`config.mk`:
```
export PLATFORM = sky130hd
export DESIGN_NAME = bytecopy_engine
export DESIGN_NICKNAME = d
export VERILOG_FILES = /design/src/rtl/bcopy_pkg.sv /design/src/rtl/bcopy_stepreg.sv /design/src/rtl/bcopy_seq.sv /design/src/rtl/bytecopy_engine.sv
export SDC_FILE = /design/constraint.sdc
export NUM_CORES = 1
export LEC_CHECK = 0
export ABC_AREA = 0
export BUFFER_PORTS_ARGS = -buffer_cell sky130_fd_sc_hd__buf_2
export CAP_MARGIN = 30
export CORE_UTILIZATION = 25
export DETAILED_ROUTE_END_ITERATION = 6
export HOLD_SLACK_MARGIN = 0.05
export PLACE_DENSITY = 0.47
export SETUP_SLACK_MARGIN = 0.2
export SYNTH_ARGS = -nofsm -noshare
export SYNTH_HDL_FRONTEND = slang
export SYNTH_HIERARCHICAL = 1
export SYNTH_SLANG_ARGS = --single-unit
```
`constraint.sdc`:
```
create_clock -name clk -period 6.57 [get_ports clk]
set_input_delay 0 -clock clk [delete_from_list [all_inputs] [get_ports clk]]
set_output_delay 0 -clock clk [all_outputs]
set_load 0.01 [all_outputs]
```
`src/rtl/bcopy_pkg.sv`:
```
package bcopy_pkg;
  typedef enum logic [1:0] {
    ST_IDLE  = 2'd0,
    ST_FETCH = 2'd1,
    ST_AWAIT = 2'd2,
    ST_STORE = 2'd3
  } bc_state_e;
endpackage

```
`src/rtl/bcopy_stepreg.sv`:
```
// Loadable register that moves by one per step; DOWN picks the direction.
module bcopy_stepreg #(
  parameter int W    = 32,
  parameter bit DOWN = 1'b0
) (
  input  logic         clk,
  input  logic         rst_n,
  input  logic         load_i,
  input  logic [W-1:0] load_val_i,
  input  logic         step_i,
  output logic [W-1:0] val_o
);
  localparam logic [W-1:0] UNIT = W'(1);

  logic [W-1:0] val_q;
  logic [W-1:0] nxt;

  generate
    if (DOWN) begin : g_dec
      assign nxt = val_q - UNIT;
    end else begin : g_inc
      assign nxt = val_q + UNIT;
    end
  endgenerate

  always_ff @(posedge clk) begin
    if (!rst_n)      val_q <= '0;
    else if (load_i) val_q <= load_val_i;
    else if (step_i) val_q <= nxt;
  end

  assign val_o = val_q;
endmodule

```
`src/rtl/bcopy_seq.sv`:
```
// Per-byte sequencer: fetch request, await byte, store byte.
module bcopy_seq
  import bcopy_pkg::*;
#(
  parameter int DATA_W = 8
) (
  input  logic              clk,
  input  logic              rst_n,
  input  logic              start_i,
  input  logic              zero_len_i,
  input  logic              last_i,
  output logic              rd_req_valid_o,
  input  logic              rd_req_ready_i,
  input  logic              rd_rsp_valid_i,
  output logic              rd_rsp_ready_o,
  input  logic [DATA_W-1:0] rd_rsp_data_i,
  output logic              wr_valid_o,
  input  logic              wr_ready_i,
  output logic [DATA_W-1:0] wr_data_o,
  output logic              load_o,
  output logic              step_o,
  output logic              busy_o,
  output logic              done_o
);
  bc_state_e         state_q, state_d;
  logic [DATA_W-1:0] hold_q;
  logic              done_q;
  logic              take_byte;

  assign load_o    = (state_q == ST_IDLE) && start_i;
  assign step_o    = (state_q == ST_STORE) && wr_ready_i;
  assign take_byte = (state_q == ST_AWAIT) && rd_rsp_valid_i;

  always_comb begin
    state_d = state_q;
    case (state_q)
      ST_IDLE:  if (start_i && !zero_len_i) state_d = ST_FETCH;
      ST_FETCH: if (rd_req_ready_i)         state_d = ST_AWAIT;
      ST_AWAIT: if (rd_rsp_valid_i)         state_d = ST_STORE;
      ST_STORE: if (wr_ready_i)             state_d = last_i ? ST_IDLE : ST_FETCH;
      default:                              state_d = ST_IDLE;
    endcase
  end

  always_ff @(posedge clk) begin
    if (!rst_n) begin
      state_q <= ST_IDLE;
      hold_q  <= '0;
      done_q  <= 1'b0;
    end else begin
      state_q <= state_d;
      if (take_byte) hold_q <= rd_rsp_data_i;
      done_q <= (load_o && zero_len_i) || (step_o && last_i);
    end
  end

  assign rd_req_valid_o = (state_q == ST_FETCH);
  assign rd_rsp_ready_o = (state_q == ST_AWAIT);
  assign wr_valid_o     = (state_q == ST_STORE);
  assign wr_data_o      = hold_q;
  assign busy_o         = (state_q != ST_IDLE);
  assign done_o         = done_q;
endmodule

```
`src/rtl/bytecopy_engine.sv`:
```
module bytecopy_engine #(
  parameter int ADDR_W = 32,
  parameter int CNT_W  = 32,
  parameter int DATA_W = 8
) (
  input  logic              clk,
  input  logic              rst_n,
  input  logic              start_i,
  input  logic [CNT_W-1:0]  cfg_count_i,
  input  logic [ADDR_W-1:0] cfg_src_i,
  input  logic [ADDR_W-1:0] cfg_dst_i,
  output logic              busy_o,
  output logic              done_o,
  output logic [CNT_W-1:0]  count_o,
  output logic [ADDR_W-1:0] src_o,
  output logic [ADDR_W-1:0] dst_o,
  output logic              rd_req_valid_o,
  input  logic              rd_req_ready_i,
  output logic [ADDR_W-1:0] rd_req_addr_o,
  input  logic              rd_rsp_valid_i,
  output logic              rd_rsp_ready_o,
  input  logic [DATA_W-1:0] rd_rsp_data_i,
  output logic              wr_valid_o,
  input  logic              wr_ready_i,
  output logic [ADDR_W-1:0] wr_addr_o,
  output logic [DATA_W-1:0] wr_data_o
);
  localparam logic [CNT_W-1:0] ONE_LEFT = CNT_W'(1);

  logic load, step, last_byte, zero_len;

  assign zero_len  = (cfg_count_i == '0);
  assign last_byte = (count_o == ONE_LEFT);

  bcopy_seq #(.DATA_W(DATA_W)) u_seq (
    .clk            (clk),
    .rst_n          (rst_n),
    .start_i        (start_i),
    .zero_len_i     (zero_len),
    .last_i         (last_byte),
    .rd_req_valid_o (rd_req_valid_o),
    .rd_req_ready_i (rd_req_ready_i),
    .rd_rsp_valid_i (rd_rsp_valid_i),
    .rd_rsp_ready_o (rd_rsp_ready_o),
    .rd_rsp_data_i  (rd_rsp_data_i),
    .wr_valid_o     (wr_valid_o),
    .wr_ready_i     (wr_ready_i),
    .wr_data_o      (wr_data_o),
    .load_o         (load),
    .step_o         (step),
    .busy_o         (busy_o),
    .done_o         (done_o)
  );

  bcopy_stepreg #(.W(CNT_W), .DOWN(1'b1)) u_count (
    .clk(clk), .rst_n(rst_n), .load_i(load), .load_val_i(cfg_count_i),
    .step_i(step), .val_o(count_o)
  );

  bcopy_stepreg #(.W(ADDR_W), .DOWN(1'b0)) u_src (
    .clk(clk), .rst_n(rst_n), .load_i(load), .load_val_i(cfg_src_i),
    .step_i(step), .val_o(src_o)
  );

  bcopy_stepreg #(.W(ADDR_W), .DOWN(1'b0)) u_dst (
    .clk(clk), .rst_n(rst_n), .load_i(load), .load_val_i(cfg_dst_i),
    .step_i(step), .val_o(dst_o)
  );

  assign rd_req_addr_o = src_o;
  assign wr_addr_o     = dst_o;
endmodule

```
---- Word level (Yosys, flattened, before mapping) ----
Cells that the tools add are included.
W data, S select, Z words.
storage, ports and cells
  register bits after elaboration ......... 107
  bits of input ports ..................... 110
  output and inout bits ................... 173
  word-level logic and storage cells ...... 42
operators by class
  $add $sub $neg .......................... 3
  eq/ne operators ......................... 8
  muxes and demuxes ....................... 12
  reduce and logical (&&, ||, !) cells .... 13
operators with widths
  cell                     count
  $mux W32                 6
  $add A32 B1 Y32 const B  2
  $eq A32 B1 Y1 const B    1
  $logic_not A32 Y1        1
  $sub A32 B1 Y32 const B  1
  $mux W2                  4
  $pmux W2 S4              1
  $logic_and A1 B1 Y1      6
  $eq A2 B2 Y1 const B     2
  $ne A2 B1 Y1 const B     2
  $ne A2 B2 Y1 const B     2
  $reduce_and A4 Y1        1
  $reduce_bool A2 Y1       2
  $eq A2 B1 Y1 const B     1
  $logic_not A2 Y1         1
  $logic_not A1 Y1         1
  $logic_or A1 B1 Y1       1
  $mux W1                  1

---- Logic depth before layout (Yosys ltp) ----
  word-level depth ........................ 5
  depth in mapped cells ................... 8
  gate-level depth less buffers ........... 7

---- Hierarchy ----
The synthesis kept the hierarchy.
by module, submodules not included
  module                     instances  cells each  area an instance (µm²)  sequential area each (µm²)
  bcopy_stepreg (u_dst ...)  2          236         1860.5                  640.6
  bcopy_stepreg (u_count)    1          225         1888.1                  640.6
  bytecopy_engine            1          86          646.9                   0.0
  bcopy_seq                  1          65          598.1                   220.2

---- Least setup slack after synthesis ----
No wires, ideal clock.
  kind .................................... flip-flop to flip-flop
  start ................................... reg u_seq.state_q[0]
  end ..................................... reg u_count.val_q[19], in the netlist u_count/val_o[19]
  library setup time ...................... 74 ps
  arrival ................................. 2593 ps
  data required time ...................... 6496 ps
  slack ................................... 3903 ps
  stages on the path, launching flop included .. 8
  path buffers ............................ 1
  clock period less this slack ............ 2667 ps
  cell sequence ........................... dfxtp_1 > ha_1 > and2_1 > nor4b_2 > nand4b_1 > clkbuf_1 > or4_1 > a31oi_1
on the way
  cells in the longest elaborated chain, start to end .. 3
  elaborated cells on any way between the ends .. 6
  classes of those cells .................. 1 x eq/ne; 1 x mux; 4 x reduce/logical
ends and longest elaborated chain
  item                          line                   source
  start, declared               bcopy_seq.sv:25        bc_state_e state_q, state_d;
  start signal, assigned        bcopy_seq.sv:51        state_q <= state_d;
  $eq A2 B2 Y1                  --
  named net wr_valid_o          bytecopy_engine.sv:23  output logic wr_valid_o,
  $logic_and A1 B1 Y1           bcopy_seq.sv:31        assign step_o = (state_q == ST_STORE) && wr_ready_i;
  named net step                bytecopy_engine.sv:30  logic load, step, last_byte, zero_len;
  $reduce_bool A2 Y1 (no line)  --
  end signal, assigned          bcopy_stepreg.sv:28    else if (load_i) val_q <= load_val_i;
  end signal, assigned          bcopy_stepreg.sv:29    else if (step_i) val_q <= nxt;
  end, declared                 bcopy_stepreg.sv:15    logic [W-1:0] val_q;
The timed path passes the listed nets, and every way through them passes these cells.
A chain may end at the register's enable or synchronous reset.

---- Worst setup path in the final report ----
  start ................................... reg u_seq.state_q[0]
  end ..................................... reg u_count.val_q[21], in the netlist u_count/val_o[21]
on the way
  cells in the longest elaborated chain, start to end .. 3
  elaborated cells on any way between the ends .. 6
  classes of those cells .................. 1 x eq/ne; 1 x mux; 4 x reduce/logical
ends and longest elaborated chain
  item                          line
  $eq A2 B2 Y1                  bcopy_seq.sv:31
  $logic_and A1 B1 Y1           bcopy_seq.sv:31
  named net step                bytecopy_engine.sv:30
  $reduce_bool A2 Y1 (no line)  --
The timed path passes the listed nets, and every way through them passes these cells.

==> flow_summary.ini <==
[placement]
dp_hpwl_um = 17040
dp_cells = 1363
gp_congestion = 0.7843
io_buffers = 282
place_ws_ns = 3.628

[global_route]
antenna_found_initial = 0
track_usage = 0.1714
grt_overflow_total = 0
grt_max_degree = 56
grt_pass1_vias = 7311
grt_pass1_wl_um = 38740

[clock_tree]
clk_pin_slew_ns = 0.08
cts_resized = 0
clk_latency_ns = 0.36
cts-root-buf = clkbuf_16
numClockSinks = 107
post_cts_buffers = 0
cts_tree = done
cts_made_buffers = 9
clockBufferDepth = 2
cts-htree-levels = 3

[critical_path]
path_max_fanout = 14
crit_type = reg -> reg
critPathRequiredTime_ns = 6.82
critPathLaunchType = flip-flop
r2r_setup_slack_ns = 3.56
reg2reg_depth = 6
r2r_end = u_count/val_o[21]
crit_path_end_kind = flip-flop
worstPathArrival_ns = 3.26
r2r-start = u_seq/state_q[0]

[yosys]
synth-edff-count = 0
seq_area_frac_synth = 0.3125
synthesis.area_sq_um = 6854
synth_ff_type = dfxtp_1
syn_area_per_cell_sq_um = 8.083
synth_top_area_share = 0.3125
netlist_instances = 848
yosys_register_bits = 107
yosysWarnings = 6
yosysUniqueCellTypes = 57
syn_nets = 966
yosysTopAreaCell = dfxtp_1
ys_top_cells_by_area = dfxtp_1 (31%), buf_4 (7.0%), o21ai_0 (5.0%)
async_flop_share = 0

[sta]
worst_slew_pin_slew_ns = 0.6978
slew_violations = 0
finalSetupTns_ns = 0
setup_violations = 0
fmax_mhz = 332.7
max_slew_margin = 0.5348
setup_ws_ns = 3.565
min_period_over_period = 0.4574
fin_hold_ws_ns = 0.08227
finalHoldViolCount = 0
period_minus_slack_ns = 3.005
clock_skew_ns = 0.007215
rsz0062_at_grt = no

[finish]
seqCellArea_sq_um = 2142
nets = 1263
instances_no_fill = 1491
area_delta_synth_final_pct = 38.28
final_cell_mix = buf_2 (282), dlygate4sd3_1 (112), dfxtp_1 (107), o21ai_0 (68), nand2_1 (46)
final_common_cell = buf_2
multiInputGateArea_sq_um = 3946
final_layout_size_suffix_gt1_frac = 0.2861
nFillCells = 2857
antenna_cells = 0

[power_and_ir_drop]
power.leakage_uw = 0.003916
pwr-share-clk = 0.198
p_per_area_nw_per_um2 = 310.8
p_comb_frac = 0.422
p_int_uw = 1668
p_sw_frac = 0.4339
p_sw_uw = 1278
vdd_drop_max_mv = 0.1361
power_frac_seq = 0.380

[die]
dieArea_sq_um = 28080
rows = 60
core_sq_um = 26950
die_h_um = 167.6
ioPinCount = 283
die_w_um = 167.6
start_util = 0.2543

[worst_hold_path]
min_to = u_seq/state_q[1]
hp-start = start_i
min_delay_path_depth = 4
holdCritPathClass = in -> reg

[route]
met3_length_um = 1008
wirelength_um = 24830
routed_via_density = 5.115
dr.pass1.iters = 5
wire_per_inst_um = 16.65
via_count = 7627
wl_met1_um = 11560
dr_wl_met2_um = 11890
drcViolationCount = 0
postRouteAntennaNets = 0
dr.max_layer_used = met4
drt_iter0_markers = 488

[job]
cap_violations = 0

[run_status]
status = completed
## stage by stage
| stage | total power [uW] | util | cell area (sq um) |
|---|---|---|---|
| after global placement | 2321 | 0.2988 | 8054 |
| final | 2946 | 0.3517 | 9478 |
| after floorplan | 1939 | - | 6854 |
| after CTS | 2980 | 0.3517 | 9478 |
| after global routing | 3158 | 0.3517 | 9478 |
| after detailed placement | 2323 | 0.2988 | 8054 |
## critical path: stages (launching register included)
cell and delay (ns):
dfxtp_1 0.43, ha_1 0.22, and2_2 0.19, nor4b_2 0.54
nand4b_1 0.65, o41a_1 0.58, o311a_1 0.29
## final cells by class
| type | count | area share |
|---|---|---|
| flip-flops and latches | 107 | 0.2260 |
| clock inverters | 6 | 0.007789 |
| multi-input cells | 607 | 0.4164 |
| repair buffers | 402 | 0.2735 |
| clock buffers | 10 | 0.02416 |
| inverters | 18 | 0.007129 |
| well taps | 341 | 0.04502 |
## synthesized netlist by cell type (3+ instances only)
| library cell | number |
|---|---|
| and2_1 | 5 |
| o21a_1 | 5 |
| and3_1 | 12 |
| o311ai_0 | 4 |
| xor2_1 | 11 |
| or3_1 | 14 |
| o31ai_1 | 19 |
| o211ai_1 | 7 |
| clkbuf_1 | 42 |
| nor4_1 | 34 |
| o311a_1 | 7 |
| nand2b_1 | 13 |
| nor4b_1 | 4 |
| a211oi_1 | 16 |
| o21ai_0 | 68 |
| and4b_1 | 3 |
| a31oi_1 | 26 |
| a311oi_1 | 8 |
| buf_4 | 64 |
| buf_6 | 4 |
| nor2_1 | 42 |
| or2_2 | 4 |
| o211a_1 | 6 |
| nor2b_1 | 6 |
| nand3b_1 | 4 |
| a21oi_1 | 26 |
| inv_1 | 18 |
| nor3b_1 | 7 |
| nand3_1 | 35 |
| and4_1 | 9 |
| mux2i_1 | 8 |
| and3b_1 | 3 |
| buf_2 | 6 |
| xnor2_1 | 19 |
| ha_1 | 8 |
| nand2_1 | 46 |
| nor4_2 | 5 |
| nor3_1 | 28 |
| nand4_1 | 33 |
| or4_1 | 27 |
| dfxtp_1 | 107 |
| a21boi_0 | 13 |
## registers in the layout, summed over array words and instances (netlist names)
signal,count
u_count/val_o,32
u_dst/val_o,32
u_seq/done_o,1
u_seq/state_q,2
u_seq/wr_data_o,8
u_src/val_o,32
## metal layers
layer / vias up / track usage
li1: 3755 / -
met1: 3637 / 0.2233
met2: 214 / 0.2897
met3: 21 / 0.02576
met4: 0 / 0.05345
met5: - / 0
## cell families (layout without fill, tap and decap cells)
| kind of cell | count (synthesis) | count (layout) | synth area share |
|---|---|---|---|
| xor+xnor | 30 | 30 | 0.03833 |
| flops | 107 | 107 | 0.3125 |
| buf+inv | 134 | 436 | 0.1139 |
| simple gates | 346 | 346 | 0.3003 |
| compound gates | 215 | 215 | 0.2087 |
| mux | 8 | 8 | 0.01168 |
| fa+ha+maj | 8 | 8 | 0.01460 |
## worst max path at each step
stage	start	to	slack [ns]	cells past startpoint
after global routing	u_seq/state_q[0]	u_count/val_o[21]	3.34	6
after CTS	u_seq/state_q[0]	u_count/val_o[21]	3.61	6
final	u_seq/state_q[0]	u_count/val_o[21]	3.56	6
after global placement	u_seq/state_q[0]	u_count/val_o[21]	3.73	6
after detailed placement	u_seq/state_q[0]	u_count/val_o[21]	3.63	6
after floorplan	u_seq/state_q[0]	u_count/val_o[19]	3.90	7
## power by group through the flow
stage | combinational (uW) | sequential (uW) | clock [uW]
after floorplan | 815 | 1120 | 0
after global placement | 1190 | 1130 | 0
after detailed placement | 1190 | 1130 | 0
after CTS | 1250 | 1120 | 613
after global routing | 1370 | 1160 | 628
final | 1240 | 1120 | 584
## repair_timing
| item | 4_1_cts | 5_1_grt |
|---|---|---|
| endpoints found under the hold margin | 104 | 0 |
| endpoints found under the setup margin | 0 | 0 |
| hold buffers | 112 | 0 |
(Power assumes the default switching activity.)
